[src/rtl/psm_pkg.sv]
package psm_pkg;
  // Which edge the measurement is waiting for after its first edge.
  typedef enum logic [1:0] {
    MS_IDLE     = 2'd0,
    MS_WAIT_FB  = 2'd1,
    MS_WAIT_REF = 2'd2
  } psm_state_e;
endpackage

[src/rtl/psm_phase_meas.sv]
module psm_phase_meas
  import psm_pkg::*;
#(
  parameter int DIV_RATIO = 64,
  localparam int CW = $clog2(DIV_RATIO),
  localparam int EW = CW + 1
) (
  input  logic                 clk,
  input  logic                 rst_n,
  input  logic                 ref_edge,
  input  logic                 fb_edge,
  output logic signed [EW-1:0] err_q,
  output logic                 err_vld_q,
  output logic                 miss_q
);
  localparam logic [CW-1:0] CNT_LAST = CW'(DIV_RATIO - 1);
  localparam logic [CW-1:0] CNT_ONE  = CW'(1);

  psm_state_e          st_q, st_n;
  logic [CW-1:0]       cnt_q, cnt_n;
  logic                vld_c, miss_c;
  logic signed [EW-1:0] err_c;

  always_comb begin
    st_n   = st_q;
    cnt_n  = cnt_q;
    vld_c  = 1'b0;
    miss_c = 1'b0;
    err_c  = '0;
    unique case (st_q)
      MS_IDLE: begin
        if (ref_edge && fb_edge) begin
          vld_c = 1'b1;
        end else if (ref_edge) begin
          st_n  = MS_WAIT_FB;
          cnt_n = CNT_ONE;
        end else if (fb_edge) begin
          st_n  = MS_WAIT_REF;
          cnt_n = CNT_ONE;
        end
      end
      MS_WAIT_FB: begin
        if (fb_edge) begin
          vld_c = 1'b1;
          err_c = $signed({1'b0, cnt_q});
          st_n  = MS_IDLE;
        end else if (cnt_q == CNT_LAST) begin
          miss_c = 1'b1;
          st_n   = MS_IDLE;
        end else begin
          cnt_n = cnt_q + 1'b1;
        end
      end
      MS_WAIT_REF: begin
        if (ref_edge) begin
          vld_c = 1'b1;
          err_c = -$signed({1'b0, cnt_q});
          st_n  = MS_IDLE;
        end else if (cnt_q == CNT_LAST) begin
          miss_c = 1'b1;
          st_n   = MS_IDLE;
        end else begin
          cnt_n = cnt_q + 1'b1;
        end
      end
      default: st_n = MS_IDLE;
    endcase
  end

  always_ff @(posedge clk or negedge rst_n) begin
    if (!rst_n) begin
      st_q      <= MS_IDLE;
      cnt_q     <= '0;
      err_q     <= '0;
      err_vld_q <= 1'b0;
      miss_q    <= 1'b0;
    end else begin
      st_q      <= st_n;
      cnt_q     <= cnt_n;
      err_vld_q <= vld_c;
      if (vld_c) err_q <= err_c;
      if (miss_c)     miss_q <= 1'b1;
      else if (vld_c) miss_q <= 1'b0;
    end
  end

  AST_MISS_NO_RESULT: assert property (@(posedge clk) disable iff (!rst_n)
    $rose(miss_q) |-> (!err_vld_q && $stable(err_q)));
  AST_MISS_CLEARED_BY_RESULT: assert property (@(posedge clk) disable iff (!rst_n)
    $fell(miss_q) |-> err_vld_q);
  AST_ERR_ONLY_WITH_VALID: assert property (@(posedge clk) disable iff (!rst_n)
    !$stable(err_q) |-> err_vld_q);
endmodule

[src/rtl/psm_bw_ctrl.sv]
module psm_bw_ctrl #(
  parameter int DIV_RATIO = 64,
  parameter int TRIG_THR  = 4,
  parameter int REL_THR   = 2,
  localparam int CW = $clog2(DIV_RATIO),
  localparam int EW = CW + 1
) (
  input  logic                 clk,
  input  logic                 rst_n,
  input  logic signed [EW-1:0] err,
  input  logic                 err_vld,
  input  logic                 apc_en,
  output logic                 narrow_q,
  output logic [CW-1:0]        ofs_q
);
  localparam int SW = EW + 1;
  localparam logic signed [SW-1:0] DIV_S  = SW'(DIV_RATIO);
  localparam logic [EW-1:0]        TRIG_U = EW'(TRIG_THR);
  localparam logic [EW-1:0]        REL_U  = EW'(REL_THR);

  logic [EW-1:0]        mag;
  logic signed [SW-1:0] sum, wrap;
  logic                 narrow_n;
  logic [CW-1:0]        ofs_n;

  always_comb begin
    mag = err[EW-1] ? EW'(-err) : EW'(err);
    sum = $signed({2'b00, ofs_q}) + $signed({err[EW-1], err});
    if (sum < 0)           wrap = sum + DIV_S;
    else if (sum >= DIV_S) wrap = sum - DIV_S;
    else                   wrap = sum;
  end

  always_comb begin
    narrow_n = narrow_q;
    ofs_n    = ofs_q;
    if (err_vld) begin
      if (!narrow_q && (mag > TRIG_U)) begin
        narrow_n = 1'b1;
        if (apc_en) ofs_n = wrap[CW-1:0];
      end else if (narrow_q && (mag <= REL_U)) begin
        narrow_n = 1'b0;
      end
    end
  end

  always_ff @(posedge clk or negedge rst_n) begin
    if (!rst_n) begin
      narrow_q <= 1'b0;
      ofs_q    <= '0;
    end else begin
      narrow_q <= narrow_n;
      ofs_q    <= ofs_n;
    end
  end

  AST_ENTER_NEEDS_STEP: assert property (@(posedge clk) disable iff (!rst_n)
    $rose(narrow_q) |-> $past(err_vld && (mag > TRIG_U)));
  AST_EXIT_NEEDS_SETTLE: assert property (@(posedge clk) disable iff (!rst_n)
    $fell(narrow_q) |-> $past(err_vld && (mag <= REL_U)));
  AST_OFS_ONLY_ON_ENTRY: assert property (@(posedge clk) disable iff (!rst_n)
    !$stable(ofs_q) |-> $rose(narrow_q));
  AST_OFS_NEEDS_ENABLE: assert property (@(posedge clk) disable iff (!rst_n)
    !$past(apc_en) |-> $stable(ofs_q));
endmodule

[src/rtl/phase_step_monitor.sv]
module phase_step_monitor #(
  parameter int DIV_RATIO = 64,
  parameter int TRIG_THR  = 4,
  parameter int REL_THR   = 2,
  localparam int CW = $clog2(DIV_RATIO),
  localparam int EW = CW + 1
) (
  input  logic          clk,
  input  logic          rst_n,
  input  logic          ref_edge,
  input  logic          fb_edge,
  input  logic          reselect_en,
  output logic          narrow_bw,
  output logic [CW-1:0] fb_phase_ofs,
  output logic [EW-1:0] err_value,
  output logic          err_valid,
  output logic          edge_missing
);
  logic                 rst_meta_q, rst_sync_q;
  logic signed [EW-1:0] err_s;

  // Asynchronous assertion, synchronous release.
  always_ff @(posedge clk or negedge rst_n) begin
    if (!rst_n) begin
      rst_meta_q <= 1'b0;
      rst_sync_q <= 1'b0;
    end else begin
      rst_meta_q <= 1'b1;
      rst_sync_q <= rst_meta_q;
    end
  end

  psm_phase_meas #(.DIV_RATIO(DIV_RATIO)) u_meas (
    .clk      (clk),
    .rst_n    (rst_sync_q),
    .ref_edge (ref_edge),
    .fb_edge  (fb_edge),
    .err_q    (err_s),
    .err_vld_q(err_valid),
    .miss_q   (edge_missing)
  );

  psm_bw_ctrl #(
    .DIV_RATIO(DIV_RATIO),
    .TRIG_THR (TRIG_THR),
    .REL_THR  (REL_THR)
  ) u_bw (
    .clk     (clk),
    .rst_n   (rst_sync_q),
    .err     (err_s),
    .err_vld (err_valid),
    .apc_en  (reselect_en),
    .narrow_q(narrow_bw),
    .ofs_q   (fb_phase_ofs)
  );

  assign err_value = err_s;

  AST_RESET_CLEAN: assert property (@(posedge clk)
    !rst_sync_q |=> (!narrow_bw && !err_valid && !edge_missing));
endmodule

[config.mk]
export PLATFORM = sky130hd
export DESIGN_NAME = phase_step_monitor
export DESIGN_NICKNAME = d
export VERILOG_FILES = /design/src/rtl/psm_pkg.sv /design/src/rtl/psm_phase_meas.sv /design/src/rtl/psm_bw_ctrl.sv /design/src/rtl/phase_step_monitor.sv
export SDC_FILE = /design/constraint.sdc
export NUM_CORES = 1
export LEC_CHECK = 0
export CAP_MARGIN = 10
export CORE_MARGIN = 1.5
export CORE_UTILIZATION = 38
export DETAILED_ROUTE_END_ITERATION = 10
export DONT_BUFFER_PORTS = 1
export GPL_ROUTABILITY_DRIVEN = 0
export HOLD_SLACK_MARGIN = 0.08
export PLACE_DENSITY = 0.54
export SETUP_SLACK_MARGIN = 0.3
export SLEW_MARGIN = 10
export SYNTH_ARGS = -nofsm -noshare
export SYNTH_HDL_FRONTEND = slang
export SYNTH_SLANG_ARGS = --single-unit
[constraint.sdc]
create_clock -name clk -period 1.34 [get_ports clk]
set_clock_uncertainty 0.05 [all_clocks]
set_input_delay 0.201 -clock clk [delete_from_list [all_inputs] [get_ports clk]]
set_output_delay 0.201 -clock clk [all_outputs]
set_load 0.02 [all_outputs]
==> impl_metrics.env, run 1 <==
export IMPL_grt_max_degree=25
export IMPL_finalNetCount=263
export IMPL_synth_compound_area_share_pct=17.7
export IMPL_detail_route_wl_per_cell_um=15.7
export IMPL_fp_dieArea_um2=4900
export IMPL_antenna_cells=0
export IMPL_ctsLongestPathBuffers=2
export IMPL_p_int_w=0.00309
export IMPL_die_height_um=70.0
export IMPL_synth_warning_count=0
export IMPL_port_buffers=0
export IMPL_synthAdderAreaFrac_pct=10.7
export IMPL_ir_drop_mv=1.14
export IMPL_cp_start_kind="register"
export IMPL_grt_remaining_overflow=0
export IMPL_timing_rr_start="u_meas.err_q[0]"
export IMPL_cts_buffers=3
export IMPL_drv_slew=0
export IMPL_power_leakage_nw=1.23
export IMPL_hold_viol=0
export IMPL_r2r_end="u_bw.ofs_q[0]"
export IMPL_fillers=376
export IMPL_crit_type="register to register"
export IMPL_p_sw_w=0.00222
export IMPL_vias=1587
export IMPL_clock_power_share_pct=8.7
export IMPL_grt_pass1_wl_um=7560
export IMPL_failed_checks="setup timing"
export IMPL_grt_usage_pct=19.2
export IMPL_finalCriticalPeriod_ps=1950
export IMPL_synth_ff_type="dfrtp_1"
export IMPL_ioPinCount=21
export IMPL_remaining_drc_errors=0
export IMPL_hpwl_um=3250
export IMPL_core_rowCount=24
export IMPL_worstSkewPairLatency_ps=270
export IMPL_syn_to_final_growth_pct=53.8
export IMPL_synth_top_family_by_area="compound AO/OA/AOI/OAI gates"
export IMPL_synth_simple_gate_area_share_pct=17.5
export IMPL_power_density_nw_per_um2=2020
export IMPL_post_route_period_util_pct=145
export IMPL_vias_per_cell=5.38
export IMPL_synth_distinct_cells=48
export IMPL_place_ws_ps=-653
export IMPL_avgSynthCellArea_um2=9.70
export IMPL_start_util_pct=39.5
export IMPL_synth_xor_area_share_pct=5.65
export IMPL_grt_pass1_vias=1645
export IMPL_r2r_slack_ps=-610
export IMPL_hold_path_class="input pin to async pin"
export IMPL_p_sw_share_pct=41.8
export IMPL_core_area_um2=4320
export IMPL_syn_nets=195
export IMPL_p_comb_share_pct=68.7
export IMPL_drtAntennaViolNets=0
export IMPL_rsz0062_at_grt="yes"
export IMPL_die_w_um=70.0
export IMPL_synth_mux_area_share_pct=5.28
export IMPL_reg2reg_depth=8
export IMPL_worstPathArrival_ps=2060
export IMPL_post_route_cells_drive_above_1_share_pct=50.2
export IMPL_netlist_instances=176
export IMPL_ys_async_sr_fraction_pct=100
export IMPL_syn_cell_area_um2=1710
export IMPL_cts_htree_levels=1
export IMPL_maxCapViolations=0
export IMPL_drt_iter0_drc=40
export IMPL_drtPass1Iterations=4
export IMPL_synth_edf_count=0
export IMPL_wirelength_um=4620
export IMPL_required_ps=1450
export IMPL_critPathLaunch="u_meas.err_q[0]"
export IMPL_ys_seq_area_share_pct=38.1
export IMPL_timing_final_ws_setup_ps=-609
export IMPL_path_clk_slew_ps=90
export IMPL_cts_tree="yes"
export IMPL_antenna_found_initial=0
export IMPL_setup_viol=24
export IMPL_utilization_pct=60.7
export IMPL_multi_input_area_um2=1190
export IMPL_synth_seq_cells=26
export IMPL_cts_root_buf="clkbuf_8"
export IMPL_fmax_ghz=0.513
export IMPL_cts_sinks=26
export IMPL_regArea_um2=657
export IMPL_status="finished, violations left"
export IMPL_worstSetupEndpointType="register"
export IMPL_seq_power_share_pct=22.7
export IMPL_p_total_w=0.00531
export IMPL_crit_fanout=5
metal layers:
layer,part of all wire (%),vias up,track usage [%]
li1,-,760,-
met4,1.6,0,4.49
met3,3.1,8,3.61
met2,54,34,36.6
met1,41,785,21.8
met5,0,-,0
cell usage after synthesis, types with 3 or more instances:
| master | number | area share (%) |
|---|---|---|
| a21o_1 | 4 | 1.8 |
| inv_1 | 13 | 2.9 |
| ha_1 | 13 | 9.5 |
| nor3b_1 | 3 | 1.3 |
| a211oi_1 | 3 | 1.3 |
| xnor2_1 | 4 | 2.1 |
| dfrtp_1 | 26 | 38 |
| o21ai_1 | 3 | 0.88 |
| a21oi_1 | 5 | 1.5 |
| clkbuf_1 | 4 | 0.88 |
| nor2b_1 | 4 | 1.5 |
| nor3_1 | 4 | 1.2 |
| nand2_1 | 15 | 3.3 |
| nor2_1 | 8 | 1.8 |
| mux2_4 | 4 | 3.5 |
| a32o_1 | 3 | 1.8 |
| xor2_1 | 7 | 3.6 |
| o21ai_0 | 8 | 2.3 |
| buf_2 | 3 | 0.88 |
| mux2i_1 | 3 | 1.8 |
| nand3_1 | 5 | 1.5 |
logic make-up after synthesis:
logic type | after synthesis
buffers and inverters | 21
adders and majority gates | 14
other | 1
AOI/OAI and AO/OA | 40
xor gates and xnor gates | 11
muxes | 7
DFF | 26
and+or+nand+nor | 56
registers in the layout, summed over array words and instances, names as in the netlist:
name              count
rst_meta_q            1
u_meas.err_vld_q      1
u_meas.miss_q         1
u_meas.st_q           2
u_bw.narrow_q         1
u_bw.ofs_q            6
u_meas.err_q          7
rst_sync_q            1
u_meas.cnt_q          6
placed cells by master, fill, tap and decap left out, types with 5 or more instances in the layout:
master / n
buf_4: 48
buf_6: 19
dfrtp_1: 21
dfrtp_2: 5
ha_1: 9
inv_1: 9
nand2_1: 9
nor2_1: 7
xor2_1: 7
through the flow:
| stage | instances | cell area (µm²) | TNS (ps) | hold WS [ps] |
|---|---|---|---|---|
| after floorplan | 176 | 1810 | -8470 | -145 |
| after global placement | 279 | 2260 | -10600 | -145 |
| after detailed placement | 279 | 2260 | -11270 | -145 |
| after CTS | 291 | 2510 | -9790 | 100 |
| after global routing | 295 | 2630 | -12610 | 98.4 |
| final | 295 | 2630 | -10510 | 101 |
power by group through the flow:
stage	clock [W]	sequential (W)	combinational, W
finish	0.000461	0.00120	0.00364
CTS	0.000483	0.00120	0.00332
detailed placement	0	0.00119	0.00292
global route	0.000510	0.00123	0.00393
floorplan	0	0.00137	0.00160
global placement	0	0.00118	0.00284
cell type report:
class	count	share of cell area (%)
tap	52	2.48
clock buffer	4	1.72
multi-input combinational	129	45.5
sequential	26	25.0
inverter	14	2.29
timing repair buffer	70	23.0
worst max-delay path by stage:
stage                          to  slack (ps)  cells after the start
floorplan           u_bw.ofs_q[0]        -610                      7
global placement    u_bw.ofs_q[5]        -630                      7
detailed placement  u_bw.ofs_q[5]        -650                      7
CTS                 u_bw.ofs_q[3]        -570                      8
global route        u_bw.ofs_q[3]        -680                      8
finish              u_bw.ofs_q[0]        -610                      8
critical path, stage by stage, from the launching register on:
cell and delay (ps):
dfrtp_2 440, inv_2 80, ha_4 120, and2b_1 190, xnor2_2 190, a221oi_2 80, buf_4 160, nor2_4 210
mux2_4 320
timing repair:
action / CTS / global route
hold buffers: 3 / 0
setup buffers: 5 / 4
hold endpoints to repair: 5 / 0
pin swaps: 13 / 12
endpoints found under the setup margin: 38 / 38
gates resized for setup: 34 / 19
Power figures use the tool's default switching activity.
==> inputs of run 2 (changes only) <==
--- a/config.mk
+++ b/config.mk
@@ -6,6 +6,7 @@
 export NUM_CORES = 1
 export LEC_CHECK = 0
 export CAP_MARGIN = 10
+export CORE_ASPECT_RATIO = 2
 export CORE_MARGIN = 1.5
 export CORE_UTILIZATION = 38
 export DETAILED_ROUTE_END_ITERATION = 10
==> run 2 against run 1 <==
Critical path depth shrank 2. Largest power group unchanged. Sequential cell count stayed put. Maximum frequency down 2.5%. Sequential share of layout area shrank 0.61 points. Routed wire length is 11% higher. Die area rose by 0.50%. The flow still finishes with violations (setup timing). Sequential power rose by 3%. Worst hold slack lost 5.6 ps. Critical endpoint is now u_bw.ofs_q[3]. Global-route usage grew 3.7 points. Highest routed layer unchanged.
==> impl_metrics.env, run 2 (same netlist as run 1, synthesis figures left out) <==
export IMPL_path_clk_slew_ps=90
export IMPL_detail_route_wl_per_cell_um=17.3
export IMPL_status="finished, violations left"
export IMPL_timing_final_ws_setup_ps=-660
export IMPL_antenna_found_initial=0
export IMPL_ctsLongestPathBuffers=2
export IMPL_cp_start_kind="register"
export IMPL_failed_checks="setup timing"
export IMPL_grt_remaining_overflow=0
export IMPL_grt_usage_pct=22.8
export IMPL_cts_root_buf="clkbuf_8"
export IMPL_critPathLaunch="u_meas.err_q[0]"
export IMPL_vias=1603
export IMPL_largest_reg_flops=7
export IMPL_rsz0062_at_grt="yes"
export IMPL_drtAntennaViolNets=0
export IMPL_grt_max_degree=25
export IMPL_cts_sinks=26
export IMPL_die_height_um=97.8
export IMPL_post_route_period_util_pct=149
export IMPL_fillers=345
export IMPL_slowest_stage="dfrtp_2"
export IMPL_ir_drop_mv=1.10
export IMPL_cts_buffers=3
export IMPL_mostFrequentLayoutCell="buf_4"
export IMPL_drt_iter0_drc=26
export IMPL_final_cell_mix="buf_4, buf_6, dfrtp_1"
export IMPL_hold_path_class="input pin to async pin"
export IMPL_reg2reg_depth=6
export IMPL_ioPinCount=21
export IMPL_finalNetCount=262
export IMPL_setup_viol=24
export IMPL_grt_pass1_vias=1784
export IMPL_cp_cell_sequence="buf_6, or3_4, o22ai_4, a221oi_4, nor2_4, mux2_4"
export IMPL_setup_tns_ps=-11070
export IMPL_worstSetupEndpointType="register"
export IMPL_worstPathArrival_ps=2120
export IMPL_drv_slew=0
export IMPL_worstSkewPairLatency_ps=270
export IMPL_cts_htree_levels=1
export IMPL_port_buffers=0
export IMPL_r2r_slack_ps=-660
export IMPL_syn_to_final_growth_pct=58.6
export IMPL_drtPass1Iterations=4
export IMPL_maxCapViolations=0
export IMPL_wirelength_um=5130
export IMPL_power_density_nw_per_um2=2090
export IMPL_crit_type="register to register"
export IMPL_remaining_drc_errors=0
export IMPL_core_rowCount=34
export IMPL_antenna_cells=0
export IMPL_cts_tree="yes"
export IMPL_r2r_end="u_bw.ofs_q[3]"
export IMPL_hold_viol=0
export IMPL_vias_per_cell=5.42
export IMPL_required_ps=1460
export IMPL_finalCriticalPeriod_ps=2000
export IMPL_post_route_cells_drive_above_1_share_pct=52.9
export IMPL_place_ws_ps=-686
export IMPL_core_area_um2=4340
export IMPL_cp_endpoint="u_bw.ofs_q[3]"
export IMPL_crit_fanout=5
export IMPL_power_leakage_nw=1.25
export IMPL_fmax_ghz=0.500
export IMPL_start_util_pct=39.3
export IMPL_timing_rr_start="u_meas.err_q[0]"
export IMPL_largestRegisters="u_meas.err_q x7, u_bw.ofs_q x6, u_meas.cnt_q x6"
export IMPL_hpwl_um=3660
export IMPL_top_register="u_meas.err_q"
export IMPL_fp_dieArea_um2=4930
export IMPL_die_w_um=50.4
export IMPL_grt_pass1_wl_um=8630
export IMPL_slowest_delay_ps=450
==> run 2: how the worst min path moves through the flow <==
stage,endpoint,slack [ps]
floorplan,rst_meta_q,-140
global placement,rst_sync_q,-140
detailed placement,rst_sync_q,-140
CTS,rst_sync_q,90
global route,rst_sync_q,90
finish,rst_sync_q,100
==> run 2: final cells by class <==
type                    instances  area [µm²]  share of cell area (%)
clock buffers                   4        55.1                    2.03
well taps                      54        67.6                    2.50
multi-input cells             129        1230                    45.5
flip-flops and latches         26         661                    24.4
repair buffers                 69         631                    23.3
inverters                      14        60.1                    2.22
==> run 2: critical path: cells and delay by family, from the launching register on <==
family	cells	cell delay, ps
simple gates	2	640
flops	1	450
mux	1	330
compound gates	2	290
buf+inv	1	130
==> run 2: where the power goes <==
part,internal [W],switching (W)
registers,0.000999,0.000241
logic,0.00203,0.00186
clock network,0.000263,0.000260
total,0.00329,0.00236
==> run 2: metal layers <==
layer / GRT usage (%) / up-vias / routed length (µm)
li1: - / 760 / -
met1: 20.7 / 793 / 1660
met2: 48.3 / 38 / 3220
met3: 1.99 / 12 / 129
met4: 7.69 / 0 / 125
met5: 0 / - / 0
==> run 2: through the flow <==
stage	hold WS (ps)	std cells	instance area [µm²]	utilization [%]	power [W]
global route	88.7	296	2710	62.4	0.00603
global placement	-145	279	2250	51.8	0.00406
detailed placement	-145	279	2250	51.8	0.00416
floorplan	-145	176	1810	-	0.00297
CTS	94.9	292	2600	59.9	0.00534
finish	95.6	296	2710	62.4	0.00565
==> run 2: what timing repair did <==
item | in CTS | in global routing
resized for setup | 50 | 21
pin swaps | 13 | 8
endpoints found under the hold margin | 5 | 0
buffers inserted | 6 | 4
hold buffers | 3 | 0
setup endpoints to repair | 38 | 39
==> inputs of run 3 (changes only) <==
--- a/config.mk
+++ b/config.mk
@@ -9,6 +9,7 @@
 export CORE_ASPECT_RATIO = 2
 export CORE_MARGIN = 1.5
 export CORE_UTILIZATION = 38
+export CTS_BUF_LIST = sky130_fd_sc_hd__clkbuf_4
 export DETAILED_ROUTE_END_ITERATION = 10
 export DONT_BUFFER_PORTS = 1
 export GPL_ROUTABILITY_DRIVEN = 0
@@ -19,3 +20,4 @@
 export SYNTH_ARGS = -nofsm -noshare
 export SYNTH_HDL_FRONTEND = slang
 export SYNTH_SLANG_ARGS = --single-unit
+export TNS_END_PERCENT = 30
==> run 3 against run 2 <==
The flow still finishes with violations (setup timing). Via count down 2.6%. Largest power group unchanged. Maximum frequency about the same. Critical endpoint is now u_bw.ofs_q[4]. Cell count fell by 1.0%. Highest routed layer unchanged. Worst hold slack improved by 72 ps. Sequential cell count unchanged. Clock power decreased by 28%.
==> impl_metrics.env, run 3 (same netlist as run 1, synthesis figures left out) <==
export IMPL_status="finished, violations left"
export IMPL_failed_checks="setup timing"
export IMPL_place_ws_ps=-698
export IMPL_maxCapViolations=0
export IMPL_fin_area_um2=2540
export IMPL_finalNetCount=259
export IMPL_vias=1562
export IMPL_postPlaceCellArea_um2=2190
export IMPL_drv_slew=0
export IMPL_crit_type="register to register"
export IMPL_worstSetupEndpointType="register"
export IMPL_cts_htree_levels=1
export IMPL_final_cell_mix="buf_4, dfrtp_1, buf_6"
export IMPL_stdcell_count=293
export IMPL_cts_sinks=26
export IMPL_ioPinCount=21
export IMPL_vias_per_cell=5.33
export IMPL_die_w_um=50.4
export IMPL_slowest_delay_ps=460
export IMPL_fillers=386
export IMPL_core_rowCount=34
export IMPL_required_ps=1510
export IMPL_top_register="u_meas.err_q"
export IMPL_antenna_found_initial=0
export IMPL_hpwl_um=3770
export IMPL_drt_iter0_drc=23
export IMPL_cts_root_buf="clkbuf_4"
export IMPL_fmax_ghz=0.500
export IMPL_fp_dieArea_um2=4930
export IMPL_grt_usage_pct=21.2
export IMPL_grt_pass1_wl_um=7910
export IMPL_antenna_cells=0
export IMPL_start_util_pct=39.3
export IMPL_syn_to_final_growth_pct=48.7
export IMPL_hold_path_class="input pin to register"
export IMPL_setup_viol=25
export IMPL_crit_fanout=5
export IMPL_post_route_period_util_pct=149
export IMPL_regArea_um2=656
export IMPL_remaining_drc_errors=0
export IMPL_slowest_stage="dfrtp_2"
export IMPL_largestRegisters="u_meas.err_q x7, u_bw.ofs_q x6, u_meas.cnt_q x6"
export IMPL_port_buffers=0
export IMPL_grt_remaining_overflow=0
export IMPL_power_leakage_nw=1.20
export IMPL_finalCriticalPeriod_ps=2000
export IMPL_drtPass1Iterations=4
export IMPL_multi_input_area_um2=1150
export IMPL_largest_reg_flops=7
export IMPL_power_density_nw_per_um2=2020
export IMPL_cp_start_kind="register"
export IMPL_wirelength_um=4920
export IMPL_post_route_cells_drive_above_1_share_pct=48.1
export IMPL_drtAntennaViolNets=0
export IMPL_route_met3_wl_um=108
export IMPL_worstSkewPairLatency_ps=320
export IMPL_utilization_pct=58.5
export IMPL_grt_max_degree=25
export IMPL_rsz0062_at_grt="yes"
export IMPL_hold_viol=0
export IMPL_wl_met1_um=1580
export IMPL_ctsLongestPathBuffers=2
export IMPL_ir_drop_mv=0.954
export IMPL_cts_tree="yes"
export IMPL_detail_route_wl_per_cell_um=16.8
export IMPL_die_height_um=97.8
export IMPL_grt_pass1_vias=1688
export IMPL_place_inst=279
export IMPL_mostFrequentLayoutCell="buf_4"
export IMPL_cp_cell_sequence="or3_1, o22ai_1, a221oi_2, buf_4, nor2_4, mux2_4"
export IMPL_timing_final_ws_setup_ps=-660
export IMPL_core_area_um2=4340
export IMPL_wl_met2_um=3120
export IMPL_highest_layer="met4"
export IMPL_worstPathArrival_ps=2170
export IMPL_cts_buffers=3
export IMPL_path_clk_slew_ps=140
## run 3: final cells by class
| type | count | area share (%) |
|---|---|---|
| Tap cell | 54 | 2.66 |
| Multi-Input combinational cell | 129 | 45.5 |
| Timing Repair Buffer | 66 | 22.6 |
| Sequential cell | 26 | 25.8 |
| Inverter | 14 | 2.27 |
| Clock buffer | 4 | 1.18 |
## run 3: repair_timing
action | 4_1_cts | 5_1_grt
setup buffers | 2 | 4
resized for setup | 36 | 29
endpoints found under the hold margin | 6 | 0
setup endpoints to repair | 40 | 40
pin swaps | 11 | 8
hold buffers | 4 | 0
## run 3: where the power goes
part	internal [W]	leakage [nW]	switching (W)
Clock	0.000137	0.0184	0.000242
Combinational	0.00183	0.850	0.00172
Sequential	0.000989	0.335	0.000201
## run 3: critical path, delay by kind of cell, from the launching register on
| family | cells | cell delay [ps] |
|---|---|---|
| buf+inv | 1 | 150 |
| mux | 1 | 330 |
| compound gates | 2 | 300 |
| simple gates | 2 | 600 |
| flops | 1 | 460 |
## run 3: per-layer routing
metal	GRT usage, %	vias up
met1	18.1	768
met3	2.29	9
li1	-	754
met2	45.2	31
met5	0	-
met4	7.90	0
## run 3: path summary, 6_finish.rpt
check | to | slack, ps | cells past startpoint | from
min in group asynchronous | u_bw.ofs_q[3] | 190 | 1 | rst_sync_q
max in group asynchronous | rst_meta_q | 560 | 2 | rst_n
hold / removal | u_meas.err_q[1] | 170 | 3 | ref_edge
hold reg to reg | u_bw.ofs_q[3] | 190 | 1 | rst_sync_q
setup / recovery | u_bw.ofs_q[4] | -660 | 6 | u_meas.err_q[0]
setup reg to reg | u_bw.ofs_q[4] | -660 | 6 | u_meas.err_q[0]
## run 3: metrics by stage
| stage | setup TNS [ps] | hold slack, ps | total power (W) |
|---|---|---|---|
| after floorplan | -9240 | -145 | 0.00279 |
| after detailed placement | -12400 | -145 | 0.00408 |
| after global placement | -10820 | -145 | 0.00398 |
| final | -10530 | 168 | 0.00512 |
| after global routing | -12580 | 153 | 0.00548 |
| after CTS | -10460 | 123 | 0.00481 |
